<file path="src/rtl/dma_arb_pkg.sv">
package dma_arb_pkg;

  typedef enum logic [2:0] {
    SEQ_IDLE,
    SEQ_ASK,
    SEQ_READ,
    SEQ_WRITE,
    SEQ_FINISH
  } seq_state_e;

endpackage

</file>
<file path="src/rtl/dma_req_latch.sv">
module dma_req_latch #(
  parameter int NUM_SRC = 4,
  localparam int SEL_W = $clog2(NUM_SRC)
) (
  input  logic               clk,
  input  logic               rst_n,
  input  logic               enable,
  input  logic [SEL_W-1:0]   sel,
  input  logic [NUM_SRC-1:0] src,
  input  logic               clr,
  output logic               pending
);

  logic cause_now;
  logic cause_prev_q;
  logic pend_q;
  logic pend_d;
  logic rise;

  always_comb begin
    cause_now = src[sel];
    rise      = cause_now & ~cause_prev_q;
  end

  // A new edge takes precedence over the completion clear.
  always_comb begin
    if (!enable)    pend_d = 1'b0;
    else if (rise)  pend_d = 1'b1;
    else if (clr)   pend_d = 1'b0;
    else            pend_d = pend_q;
  end

  always_ff @(posedge clk or negedge rst_n) begin
    if (!rst_n) begin
      cause_prev_q <= 1'b0;
      pend_q       <= 1'b0;
    end else begin
      cause_prev_q <= cause_now;
      pend_q       <= pend_d;
    end
  end

  assign pending = pend_q;

  // a disabled channel holds no pending request in the next cycle
  a_r3_off_drops_pending: assert property (@(posedge clk) disable iff (!rst_n)
    !enable |=> !pend_q);

endmodule

</file>
<file path="src/rtl/dma_prio_pick.sv">
module dma_prio_pick #(
  parameter int NUM_CH = 10,
  localparam int IDX_W = $clog2(NUM_CH)
) (
  input  logic [NUM_CH-1:0] req,
  output logic              any,
  output logic [IDX_W-1:0]  idx
);

  always_comb begin
    any = |req;
    idx = '0;
    for (int i = NUM_CH - 1; i >= 0; i--) begin
      if (req[i]) idx = IDX_W'(i);
    end
  end

endmodule

</file>
<file path="src/rtl/dma_bus_seq.sv">
module dma_bus_seq
  import dma_arb_pkg::*;
#(
  parameter int NUM_CH = 10,
  localparam int IDX_W = $clog2(NUM_CH)
) (
  input  logic              clk,
  input  logic              rst_n,
  input  logic              any_pend,
  input  logic [IDX_W-1:0]  win_idx,
  input  logic              bus_grant,
  output logic              bus_req,
  output logic              rd_strobe,
  output logic              wr_strobe,
  output logic              done_pulse,
  output logic [IDX_W-1:0]  cur_ch,
  output logic [NUM_CH-1:0] clr_vec
);

  seq_state_e       state_q, state_d;
  logic [IDX_W-1:0] ch_q;
  logic             ch_load;

  always_comb begin
    state_d = state_q;
    ch_load = 1'b0;
    case (state_q)
      SEQ_IDLE: begin
        if (any_pend) begin
          state_d = SEQ_ASK;
          ch_load = 1'b1;
        end
      end
      SEQ_ASK:    if (bus_grant) state_d = SEQ_READ;
      SEQ_READ:   state_d = SEQ_WRITE;
      SEQ_WRITE:  state_d = SEQ_FINISH;
      SEQ_FINISH: state_d = SEQ_IDLE;
      default:    state_d = SEQ_IDLE;
    endcase
  end

  always_ff @(posedge clk or negedge rst_n) begin
    if (!rst_n) begin
      state_q <= SEQ_IDLE;
      ch_q    <= '0;
    end else begin
      state_q <= state_d;
      if (ch_load) ch_q <= win_idx;
    end
  end

  always_comb begin
    bus_req    = (state_q == SEQ_ASK) || (state_q == SEQ_READ) || (state_q == SEQ_WRITE);
    rd_strobe  = (state_q == SEQ_READ);
    wr_strobe  = (state_q == SEQ_WRITE);
    done_pulse = (state_q == SEQ_FINISH);
    cur_ch     = ch_q;
    clr_vec    = '0;
    if (done_pulse) clr_vec[ch_q] = 1'b1;
  end

  // a read only follows a cycle with both request and grant high
  a_r5_read_after_grant: assert property (@(posedge clk) disable iff (!rst_n)
    $rose(rd_strobe) |-> ($past(bus_grant) && $past(bus_req)));

  // one read clock, then exactly the write
  a_r6_read_then_write: assert property (@(posedge clk) disable iff (!rst_n)
    rd_strobe |=> (wr_strobe && !rd_strobe));

  // once the request drops it stays low one more cycle
  a_r7_request_gap: assert property (@(posedge clk) disable iff (!rst_n)
    $fell(bus_req) |=> !bus_req);

  // completion directly after the write, single cycle
  a_r8_done_after_write: assert property (@(posedge clk) disable iff (!rst_n)
    done_pulse |-> ($past(wr_strobe) && !bus_req));

  a_r8_done_single: assert property (@(posedge clk) disable iff (!rst_n)
    done_pulse |=> !done_pulse);

endmodule

</file>
<file path="src/rtl/dma_ten_ch_arb.sv">
module dma_ten_ch_arb #(
  parameter int NUM_CH  = 10,
  parameter int NUM_SRC = 4,
  localparam int IDX_W  = $clog2(NUM_CH),
  localparam int SEL_W  = $clog2(NUM_SRC)
) (
  input  logic                      clk,
  input  logic                      rst_n,
  input  logic [NUM_CH-1:0]         ch_enable,
  input  logic [NUM_CH*SEL_W-1:0]   ch_cause_sel,
  input  logic [NUM_CH*NUM_SRC-1:0] ch_cause_in,
  input  logic                      bus_grant,
  output logic                      bus_req,
  output logic                      rd_strobe,
  output logic                      wr_strobe,
  output logic [IDX_W-1:0]          active_ch,
  output logic                      done_pulse,
  output logic [IDX_W-1:0]          done_ch
);

  logic rst_meta_q;
  logic rst_sync_n;

  always_ff @(posedge clk or negedge rst_n) begin
    if (!rst_n) begin
      rst_meta_q <= 1'b0;
      rst_sync_n <= 1'b0;
    end else begin
      rst_meta_q <= 1'b1;
      rst_sync_n <= rst_meta_q;
    end
  end

  logic [NUM_CH-1:0] pend_vec;
  logic [NUM_CH-1:0] clr_vec;
  logic              any_pend;
  logic [IDX_W-1:0]  win_idx;
  logic [IDX_W-1:0]  cur_ch;

  for (genvar c = 0; c < NUM_CH; c++) begin : g_chan
    dma_req_latch #(.NUM_SRC(NUM_SRC)) i_latch (
      .clk     (clk),
      .rst_n   (rst_sync_n),
      .enable  (ch_enable[c]),
      .sel     (ch_cause_sel[c*SEL_W +: SEL_W]),
      .src     (ch_cause_in[c*NUM_SRC +: NUM_SRC]),
      .clr     (clr_vec[c]),
      .pending (pend_vec[c])
    );
  end

  dma_prio_pick #(.NUM_CH(NUM_CH)) i_pick (
    .req (pend_vec),
    .any (any_pend),
    .idx (win_idx)
  );

  dma_bus_seq #(.NUM_CH(NUM_CH)) i_seq (
    .clk        (clk),
    .rst_n      (rst_sync_n),
    .any_pend   (any_pend),
    .win_idx    (win_idx),
    .bus_grant  (bus_grant),
    .bus_req    (bus_req),
    .rd_strobe  (rd_strobe),
    .wr_strobe  (wr_strobe),
    .done_pulse (done_pulse),
    .cur_ch     (cur_ch),
    .clr_vec    (clr_vec)
  );

  assign active_ch = cur_ch;
  assign done_ch   = cur_ch;

  logic [NUM_CH-1:0] lower_mask;
  always_comb lower_mask = (NUM_CH'(1) << cur_ch) - NUM_CH'(1);

  // a new request never skips a pending lower-numbered channel
  a_r1_lowest_wins: assert property (@(posedge clk) disable iff (!rst_sync_n)
    $rose(bus_req) |-> (($past(pend_vec) & lower_mask) == '0));

  // nothing pending right after reset release
  a_r10_clean_start: assert property (@(posedge clk) disable iff (!rst_sync_n)
    $rose(rst_sync_n) |-> (pend_vec == '0));

endmodule

</file>
<file path="config.mk">
export PLATFORM = sky130hd
export DESIGN_NAME = dma_ten_ch_arb
export DESIGN_NICKNAME = d
export VERILOG_FILES = /design/src/rtl/dma_arb_pkg.sv /design/src/rtl/dma_req_latch.sv /design/src/rtl/dma_prio_pick.sv /design/src/rtl/dma_bus_seq.sv /design/src/rtl/dma_ten_ch_arb.sv
export SDC_FILE = /design/constraint.sdc
export NUM_CORES = 1
export LEC_CHECK = 0
export BUFFER_PORTS_ARGS = -buffer_cell sky130_fd_sc_hd__clkbuf_2
export CELL_PAD_IN_SITES_DETAIL_PLACEMENT = 1
export CELL_PAD_IN_SITES_GLOBAL_PLACEMENT = 2
export CORE_ASPECT_RATIO = 1.5
export CORE_UTILIZATION = 27
export DETAILED_ROUTE_END_ITERATION = 10
export GPL_ROUTABILITY_DRIVEN = 0
export PLACE_DENSITY = 0.82
export SYNTH_ARGS = -nofsm -noshare
export SYNTH_HDL_FRONTEND = slang
export SYNTH_SLANG_ARGS = --single-unit
export TNS_END_PERCENT = 100
</file>
<file path="constraint.sdc">
create_clock -name clk -period 3.38 [get_ports clk]
set_clock_uncertainty 0.15 [all_clocks]
set_input_delay 0.676 -clock clk [delete_from_list [all_inputs] [get_ports clk]]
set_output_delay 0.676 -clock clk [all_outputs]
set_load 0.01 [all_outputs]
</file>
# After elaboration in Yosys (flattened, before gate mapping)

Index checks and enable logic that the tools add are counted.

Magnitude comparators: 12
Equality and inequality tests: 16
Multiplexer cells: 68
Bitwise gates (word level): 20
Reduce and logical (&&, ||, !) cells: 6

Operators by type and width:

| cell                                                                                 | count |
|---|---|
| 1-bit two-way mux                                                                    | 43 |
| 4-bit two-way mux                                                                    | 10 |
| 2-bit by 3-bit less-than comparator with 1-bit output (second input constant)        | 10 |
| 3-bit by 1-bit inequality test with 1-bit output (second input constant)             | 10 |
| 1-bit binary-select mux with 2-bit select                                            | 10 |
| 3-bit case mux with 4 select lines                                                   | 1 |
| 1-bit bitwise AND                                                                    | 10 |
| 10-bit two-way mux                                                                   | 1 |
| 1-bit NOT                                                                            | 10 |
| 10-bit OR reduction                                                                  | 1 |
| 3-bit by 2-bit equality test with 1-bit output (second input constant)               | 2 |
| 3-bit two-way mux                                                                    | 2 |
| 4-bit by 5-bit less-than comparator with 1-bit output (second input constant)        | 1 |
| 1-bit demux with 4-bit select                                                        | 1 |
| 4-bit by 1-bit greater-or-equal comparator with 1-bit output (second input constant) | 1 |
| 2-bit inequality test (second input constant)                                        | 2 |
| 3-bit by 1-bit equality test with 1-bit output (second input constant)               | 1 |
| 3-bit equality test (second input constant)                                          | 1 |
| 3-bit zero test                                                                      | 1 |
| 1-bit logical OR                                                                     | 2 |
| 2-bit AND reduction                                                                  | 1 |
| 1-bit logical AND                                                                    | 1 |

Bits in registers: 29
Bits of input ports: 73
Output and inout bits: 12
Logic and storage cells: 146

# Longest topological paths before layout

Gate-level depths: netlist (run 1).

Word-level depth: 10
Mapped depth: 6
Mapped depth without buffers: 6

# Cells and area by module

A second synthesis (run 1) with hierarchy kept.

Cells, all modules: 168
Area, all modules: 1855.5 um^2

By module, submodules not included:

| module         | instances | cells an instance | area each (um^2) | seq. area each (um^2) |
|---|---|---|---|---|
| dma_req_latch  | 10        | 10                | 121.4            | 50.0 |
| dma_bus_seq    | 1         | 43                | 456.7            | 175.2 |
| dma_prio_pick  | 1         | 18                | 101.3            | 0.0 |
| dma_ten_ch_arb | 1         | 7                 | 83.8             | 50.0 |

# Worst setup path before layout (run 1)

Ideal clock, no wire load.

Path kind: flip-flop to output port
From: register i_seq.state_q[0]
To: output done_pulse
Arrival time: 0.805 ns
Data required time: 2.554 ns
Slack: 1.749 ns
Stages on the path, launching flop included: 4
Path buffers: 0
Cells stage by stage: dfrtp_1 nor2_1 nand2_1 inv_1

Longest elaborated chain between the ends: 1

RTL lines:

| item                   | line                 | RTL |
|---|---|---|
| from (decl)            | dma_bus_seq.sv:20    | `seq_state_e state_q, state_d;` |
| from (signal assigned) | dma_bus_seq.sv:47    | `state_q <= state_d;` |
| 3-bit equality test    | dma_bus_seq.sv:56    | `done_pulse = (state_q == SEQ_FINISH);` |
| to (decl)              | dma_ten_ch_arb.sv:17 | `output logic done_pulse,` |

No other way between the ends.

# Worst setup path after layout (run 1)

Same ends and word-level chain as after synthesis.

==> results of run 1 <==
worst max-delay path by stage:
stage                            end  slack [ns]
after floorplan           done_pulse        1.75
after global placement    done_pulse        1.57
after detailed placement  done_pulse        1.56
after CTS                 done_pulse        1.25
after global routing      done_pulse        1.15
final                     done_pulse        1.27
metal layers:
layer | part of all wire (%) | global-route usage, % | wire, µm | up-vias
met1 | 35 | 13.5 | 1280 | 641
met4 | 1.8 | 6.40 | 66 | 0
met5 | 0 | 0 | 0 | -
met3 | 5.9 | 3.20 | 213 | 5
met2 | 57 | 26.0 | 2070 | 46
li1 | - | - | - | 619
state kept, by name (all words and copies together) (netlist names):
register,flops
g_chan.i_latch.cause_prev_q,10
g_chan.i_latch.pending,10
i_seq.cur_ch,4
i_seq.state_q,3
rst_meta_q,1
rst_sync_n,1
cells in the final DEF, fill, tap and decap left out, drive strengths merged:
cell,n
or2,2
nor2,8
nor3b,1
and3b,2
nand3b,2
a32o,1
o21ai,9
a211oi,1
a21oi,3
a21boi,10
o31ai,4
o21a,1
nand2b,16
inv,2
o41ai,1
nor4,1
or4,2
bufinv,1
dfrtp,29
nand2,6
conb,1
mux4,10
clkbuf,90
nor2b,1
nor3,3
clkinvlp,1
a221oi,1
cell families (layout without fill, tap and decap cells):
kind of cell    count (synthesis)  in the layout  synth area share (%)
simple gates                   44             44                  17.6
compound gates                 31             31                  15.1
flops                          29             29                  49.2
mux                            10             10                  15.3
buf+inv                         6             94                  2.54
other cells                     1              1                 0.254
through the flow:
step                total power, W  instance area, µm²  hold WS (ns)
global route               0.00130                2070        0.0126
CTS                        0.00124                2070        0.0116
global placement          0.000849                1950         0.188
finish                     0.00122                2070        0.0188
floorplan                 0.000726                1480         0.181
detailed placement        0.000862                1950         0.190
report_power, final:
group | switching (W) | total (W) | internal (W)
logic | 0.000164 | 0.000346 | 0.000183
registers | 0.0000922 | 0.000499 | 0.000407
clock network | 0.000132 | 0.000371 | 0.000239
total | 0.000388 | 0.00122 | 0.000829
worst register-to-register path, stage by stage, from the launching register on:
cell,delay (ns)
dfrtp_1,0.42
or4_4,0.56
o31ai_4,0.32
nand2_1,0.10
o41ai_1,0.07
layout make-up:
class	instances	area [µm²]	area share, %
Sequential cell	29	726	35.0
Multi-Input combinational cell	86	712	34.4
Timing Repair Buffer	84	420	20.3
Tap cell	68	85.1	4.11
Clock buffer	6	82.6	3.99
Clock inverter	2	37.5	1.81
Inverter	2	7.51	0.363
==> impl_results.md, run 1 <==
* WP data required at 2.55 ns
* First-pass GRT wire length at 5960 µm
* Rows at 32
* Core ar. at 5200 µm²
* H-tree depth at 2
* Non-Filler Instances at 277
* Area leader, netlist: dfrtp_1
* RR Endpoint: i_seq.cur_ch[0]
* # hold bufs at CTS at 0
* Setup WS post-layout at 1.27 ns
* Peak supply drop at 0.000264 V
* Top-count cell post-synth: dfrtp_1
* Post-CTS setup buffers at 0
* Post-Syn Nets at 194
* Crit path max-delay family: flip-flops
* Worst setup SP type: register
* Largest net degree at the start of global routing at 28
* WP depth at 4
* First-pass DRT Iterations at 4
* Gate Count Post-Synth at 121
* Fin nets at 281
* EDFF count, synth at 0
* ANT cells at 0
* Synth area leaders: dfrtp_1 (49%), mux4_2 (15%), nand2b_1 (6.8%)
* Final hold vios at 0
* Drt total wl at 3620 µm
* RSZ-0062 raised after global routing: no
* Post-Syn Area at 1480 µm²
* DP Worst Slack at 1.56 ns
* Avg Cell Area, Syn at 12.2 µm²
* Synthesized flop and latch total at 29
* Critical Path Fanout Max at 8
* Worst Tran Pin Value at 1.08 ns
* Initial antenna violation count at 0
* Sequential fraction of the synthesis area at 49.2%
* Worst hold-check path type: in2async
* Grt total ovfl at 0
* Die width at 62.4 µm
* Clk sinks at 29
* Placed cell count at 269
* TritonCTS clock tree: built
* Total die area at 5770 µm²
* Max cap viols at 0
* IO Pins at 85
* 1st-iter DRT viols at 12
* Crit path DAT at 1.29 ns
* Final Critical Period at 2.11 ns
* Worst Setup Path Type: reg2out
* Total Routing Usage GR at 13.6%
* Post-layout util at 39.8%
* Root Driver: clkbuf_8
* Worst-skew pair later-pin latency at 0.28 ns
* Ys flop type: dfrtp_1
* Status: finished, final reports clean
* Fillcell total at 634
* Critical path origin: i_seq.state_q[0]
* Post-DP HPWL at 3100 µm
* Fin. max-slew vios at 0
* Layout cells sized above 1 at 51.7%
* DR vias/cell at 4.73
* Ys async rst share at 100%
* Share of the synthesized area in the top cell type at 49.2%
* Worst reg2reg path depth at 4
* Final setup viols at 0
* Buffers & Inverters on Critical Path at 2
* Post_cts resized at 0
* Leakage at 0.997 nW
* Slew headroom at 27.9%
* R2r startpoint: g_chan[3].i_latch.pending
* PwrDens at 588 nW/µm²
* DRT antenna net count at 0
* FF-to-FF setup slack at 1.65 ns
* Post-synth cell types at 29
* CP max stage delay at 0.44 ns
* Crit end category: primary output
* Cell breakdown of the critical path: nor2_1 > nand2_1 > inv_1 > clkbuf_2
* Setup TNS at 0 ns
* Clock Path Buffers at 2
* Remaining DRCs at 0
* Synth Warn # at 0
* Port bufs at 84
* Clk slew on worst S/H paths at 0.06 ns
* F_max at 0.474 GHz
* Die Ht at 92.5 µm
* Vias in the first global route at 1389
* Layout Area Growth over Synthesis at 40.4%
* Post-DR wirelength/cell at 13.1 µm
* Slowest CP cell: dfrtp_1
* Initial core utilization at 28.3%
* Vias at 1311
* CTS Buf Count at 5
* Commonest cells in the netlist: dfrtp_1 (29), nand2b_1 (16), a21boi_0 (10), mux4_2 (10)
* Tcrit/Tclk final at 62.5%
(Power assumes the default switching activity.)
==> inputs of run 2 (changes only) <==
--- a/config.mk
+++ b/config.mk
@@ -5,14 +5,15 @@
 export SDC_FILE = /design/constraint.sdc
 export NUM_CORES = 1
 export LEC_CHECK = 0
+export ABC_AREA = 1
 export BUFFER_PORTS_ARGS = -buffer_cell sky130_fd_sc_hd__clkbuf_2
 export CELL_PAD_IN_SITES_DETAIL_PLACEMENT = 1
 export CELL_PAD_IN_SITES_GLOBAL_PLACEMENT = 2
 export CORE_ASPECT_RATIO = 1.5
-export CORE_UTILIZATION = 27
+export CORE_UTILIZATION = 23
 export DETAILED_ROUTE_END_ITERATION = 10
 export GPL_ROUTABILITY_DRIVEN = 0
-export PLACE_DENSITY = 0.82
+export PLACE_DENSITY = 0.78
 export SYNTH_ARGS = -nofsm -noshare
 export SYNTH_HDL_FRONTEND = slang
 export SYNTH_SLANG_ARGS = --single-unit
==> constraint.sdc (replaced) <==
create_clock -name clk -period 2 [get_ports clk]
set_clock_uncertainty 0.15 [all_clocks]
set_input_delay 0.4 -clock clk [delete_from_list [all_inputs] [get_ports clk]]
set_output_delay 0.4 -clock clk [all_outputs]
set_load 0.01 [all_outputs]
==> run 2 against run 1 <==
Against the previous run: sequential power rose by 62%; critical path depth is the same; wire length increased by 12%; area after synthesis rose by 13%; first-iteration DRC count rose to 3.2 times the previous value; non-clock buffer count increased by 2; global-route usage decreased by 1.9 points; synthesized cell count is 89% higher; clock power grew 30%.
==> impl_results.md, run 2 <==
* First-pass GRT wire length at 7040 µm (was 5960 µm)
* Final setup viols at 0 (unchanged)
* IO Pins at 85 (unchanged)
* WP data required at 1.45 ns (was 2.55 ns)
* Worst setup SP type: register (unchanged)
* ANT cells at 0 (unchanged)
* Final hold vios at 0 (unchanged)
* Status: finished, final reports clean (unchanged)
* CTS Buf Count at 5 (unchanged)
* TritonCTS clock tree: built (unchanged)
* Crit path DAT at 1.21 ns (was 1.29 ns)
* Worst-skew pair later-pin latency at 0.27 ns (was 0.28 ns)
* Post-Syn Area at 1670 µm² (was 1480 µm²)
* Post-layout util at 32.5% (was 39.8%)
* Synth area leaders: dfrtp_1 (43%), nand2_1 (13%), inv_1 (9.4%) (was dfrtp_1 (49%), mux4_2 (15%), nand2b_1 (6.8%))
* FF-to-FF setup slack at 0.59 ns (was 1.65 ns)
* H-tree depth at 2 (unchanged)
* RSZ-0062 raised after global routing: no (unchanged)
* Tcrit/Tclk final at 88.1%
* Vias at 1707 (was 1311)
* F_max at 0.568 GHz
* Post-synth cell types at 28 (was 29)
* Worst Setup Path Type: reg2out (unchanged)
* Post-DP HPWL at 3520 µm (was 3100 µm)
* Fin. max-slew vios at 0 (unchanged)
* Area leader, netlist: dfrtp_1 (unchanged)
* Synth Warn # at 0 (unchanged)
* Port bufs at 84 (unchanged)
* Layout Area Growth over Synthesis at 35.2% (was 40.4%)
* DR vias/cell at 4.32 (was 4.73)
* Fin nets at 390 (was 281)
* Rows at 37 (was 32)
* Buffers & Inverters on Critical Path at 2 (unchanged)
* Setup TNS at 0 ns (unchanged)
* Clock Path Buffers at 2 (unchanged)
* Total Routing Usage GR at 11.7% (was 13.6%)
* Leakage at 1.32 nW (was 0.997 nW)
* Gate Count Post-Synth at 229 (was 121)
* RR Endpoint: g_chan[0].i_latch.pending (was i_seq.cur_ch[0])
* Share of the synthesized area in the top cell type at 43.5% (was 49.2%)
* Final Critical Period at 1.76 ns
* 1st-iter DRT viols at 38 (was 12)
* Worst hold margin at 0.100 ns (was 0.0188 ns)
* Sequential fraction of the synthesis area at 43.5% (was 49.2%)
* Critical path origin: i_seq.state_q[2] (was i_seq.state_q[0])
* Post-DR wirelength/cell at 10.3 µm (was 13.1 µm)
* Slowest CP cell: dfrtp_1 (unchanged)
* Clk slew on worst S/H paths at 0.06 ns (about the same)
* WP depth at 4 (unchanged)
* Die Ht at 106 µm (was 92.5 µm)
* Post-Syn Nets at 302 (was 194)
* Ys async rst share at 100% (unchanged)
* Avg Cell Area, Syn at 7.29 µm² (was 12.2 µm²)
* Max cap viols at 0 (unchanged)
* Initial antenna violation count at 0 (unchanged)
* Grt total ovfl at 0 (unchanged)
* Crit end category: primary output (unchanged)
* Multi-input gate area at 736 µm² (was 712 µm²)
* Most frequent cells in the layout: clkbuf_2 (84), nand2_1 (60), inv_1 (42), dfrtp_1 (29), nor2_1 (23) (was clkbuf_2 (84), dfrtp_1 (29), nand2b_1 (16), mux4_2 (10), a21boi_0 (10))
* Synthesized flop and latch total at 29 (unchanged)
* Core ar. at 6940 µm² (was 5200 µm²)
* EDFF count, synth at 0 (unchanged)
* Clk sinks at 29 (unchanged)
* Top-count cell post-synth: nand2_1 (was dfrtp_1)
* Critical Path Fanout Max at 8 (unchanged)
* Post_cts resized at 0 (unchanged)
* Remaining DRCs at 0 (unchanged)
* Initial core utilization at 24.0% (was 28.3%)
* Peak supply drop at 0.000318 V (was 0.000264 V)
* First-pass DRT Iterations at 4 (unchanged)
* Drt total wl at 4050 µm (was 3620 µm)
* Fillcell total at 908 (was 634)
* Cell breakdown of the critical path: nor2_1 > nand2_1 > inv_1 > clkbuf_2 (unchanged)
* Worst setup path endpoint: rd_strobe (was done_pulse)
* Largest net degree at the start of global routing at 28 (unchanged)
* Post-CTS setup buffers at 0 (unchanged)
* Ys flop type: dfrtp_1 (unchanged)
* Commonest cells in the netlist: nand2_1 (60), inv_1 (42), dfrtp_1 (29) (was dfrtp_1 (29), nand2b_1 (16), a21boi_0 (10), mux4_2 (10))
* Worst reg2reg path depth at 6 (was 4)
* Register area at 726 µm² (unchanged)
* Worst hold-check path type: reg2async (was in2async)
* # hold bufs at CTS at 1 (was 0)
* Commonest non-fill, non-tap cell in the layout: clkbuf_2 (unchanged)
* CP max stage delay at 0.50 ns (was 0.44 ns)
* Root Driver: clkbuf_8 (unchanged)
* DRT antenna net count at 0 (unchanged)
* Crit path max-delay family: flip-flops (unchanged)
* Die width at 71.6 µm (was 62.4 µm)
* Vias in the first global route at 1765 (was 1389)
* R2r startpoint: i_seq.state_q[1] (was g_chan[3].i_latch.pending)
* Total die area at 7610 µm² (was 5770 µm²)
* Layout cells sized above 1 at 33.8% (was 51.7%)
* PwrDens at 902 nW/µm² (was 588 nW/µm²)
run 2: cell families (layout without fill, tap and decap cells):
| logic type | count (synthesis) | count (layout) | synth area share [%] |
|---|---|---|---|
| AO/OA/AOI/OAI | 42 | 42 | 15.4 |
| other | 1 | 1 | 0.225 |
| flip-flops | 29 | 29 | 43.5 |
| AND/OR/NAND/NOR | 106 | 106 | 28.5 |
| buffers and inverters | 51 | 139 | 12.4 |
run 2: through the flow:
stage	instance area (µm²)	worst slack (ns)	cells	power, W
floorplan	1670	0.622	229	0.00134
global placement	2160	0.529	387	0.00157
detailed placement	2160	0.516	387	0.00159
CTS	2260	0.208	395	0.00208
global route	2260	0.149	395	0.00220
finish	2260	0.239	395	0.00203
run 2: cell type report:
type | instances | area share [%]
sequential | 29 | 32.2
tap | 78 | 4.33
timing repair buffer | 86 | 19.4
inverter | 46 | 7.65
multi-input combinational | 149 | 32.6
clock buffer | 7 | 3.83
run 2: worst min-delay path by stage:
| stage | startpoint | end | slack, ns |
|---|---|---|---|
| after floorplan | rst_n | rst_meta_q | -0.05 |
| after global placement | rst_n | rst_sync_n | 0.04 |
| after detailed placement | rst_n | rst_meta_q | 0.04 |
| after CTS | rst_sync_n | g_chan[7].i_latch.cause_prev_q | 0.12 |
| after global routing | rst_sync_n | g_chan[7].i_latch.cause_prev_q | 0.17 |
| final | rst_sync_n | g_chan[7].i_latch.cause_prev_q | 0.10 |
run 2: routing by layer:
metal / share of wire, % / GRT usage [%] / up-vias
li1: - / - / 874
met1: 39 / 11.5 / 773
met2: 53 / 22.7 / 54
met3: 6.6 / 3.51 / 6
met4: 1.8 / 3.92 / 0
met5: 0 / 0 / -
run 2: report_power, final:
group	internal (W)	leakage, nW	switching [W]	total [W]
registers	0.000686	0.360	0.000122	0.000808
clock network	0.000272	0.0443	0.000209	0.000481
logic	0.000297	0.917	0.000449	0.000746
run 2: worst reg2reg max path: stages (launching register included):
cell and delay [ns]:
dfrtp_1 0.44, nor2_4 0.16, nand2_4 0.10, nor3_4 0.19, inv_2 0.07, o21ai_2 0.12, a21boi_1 0.07
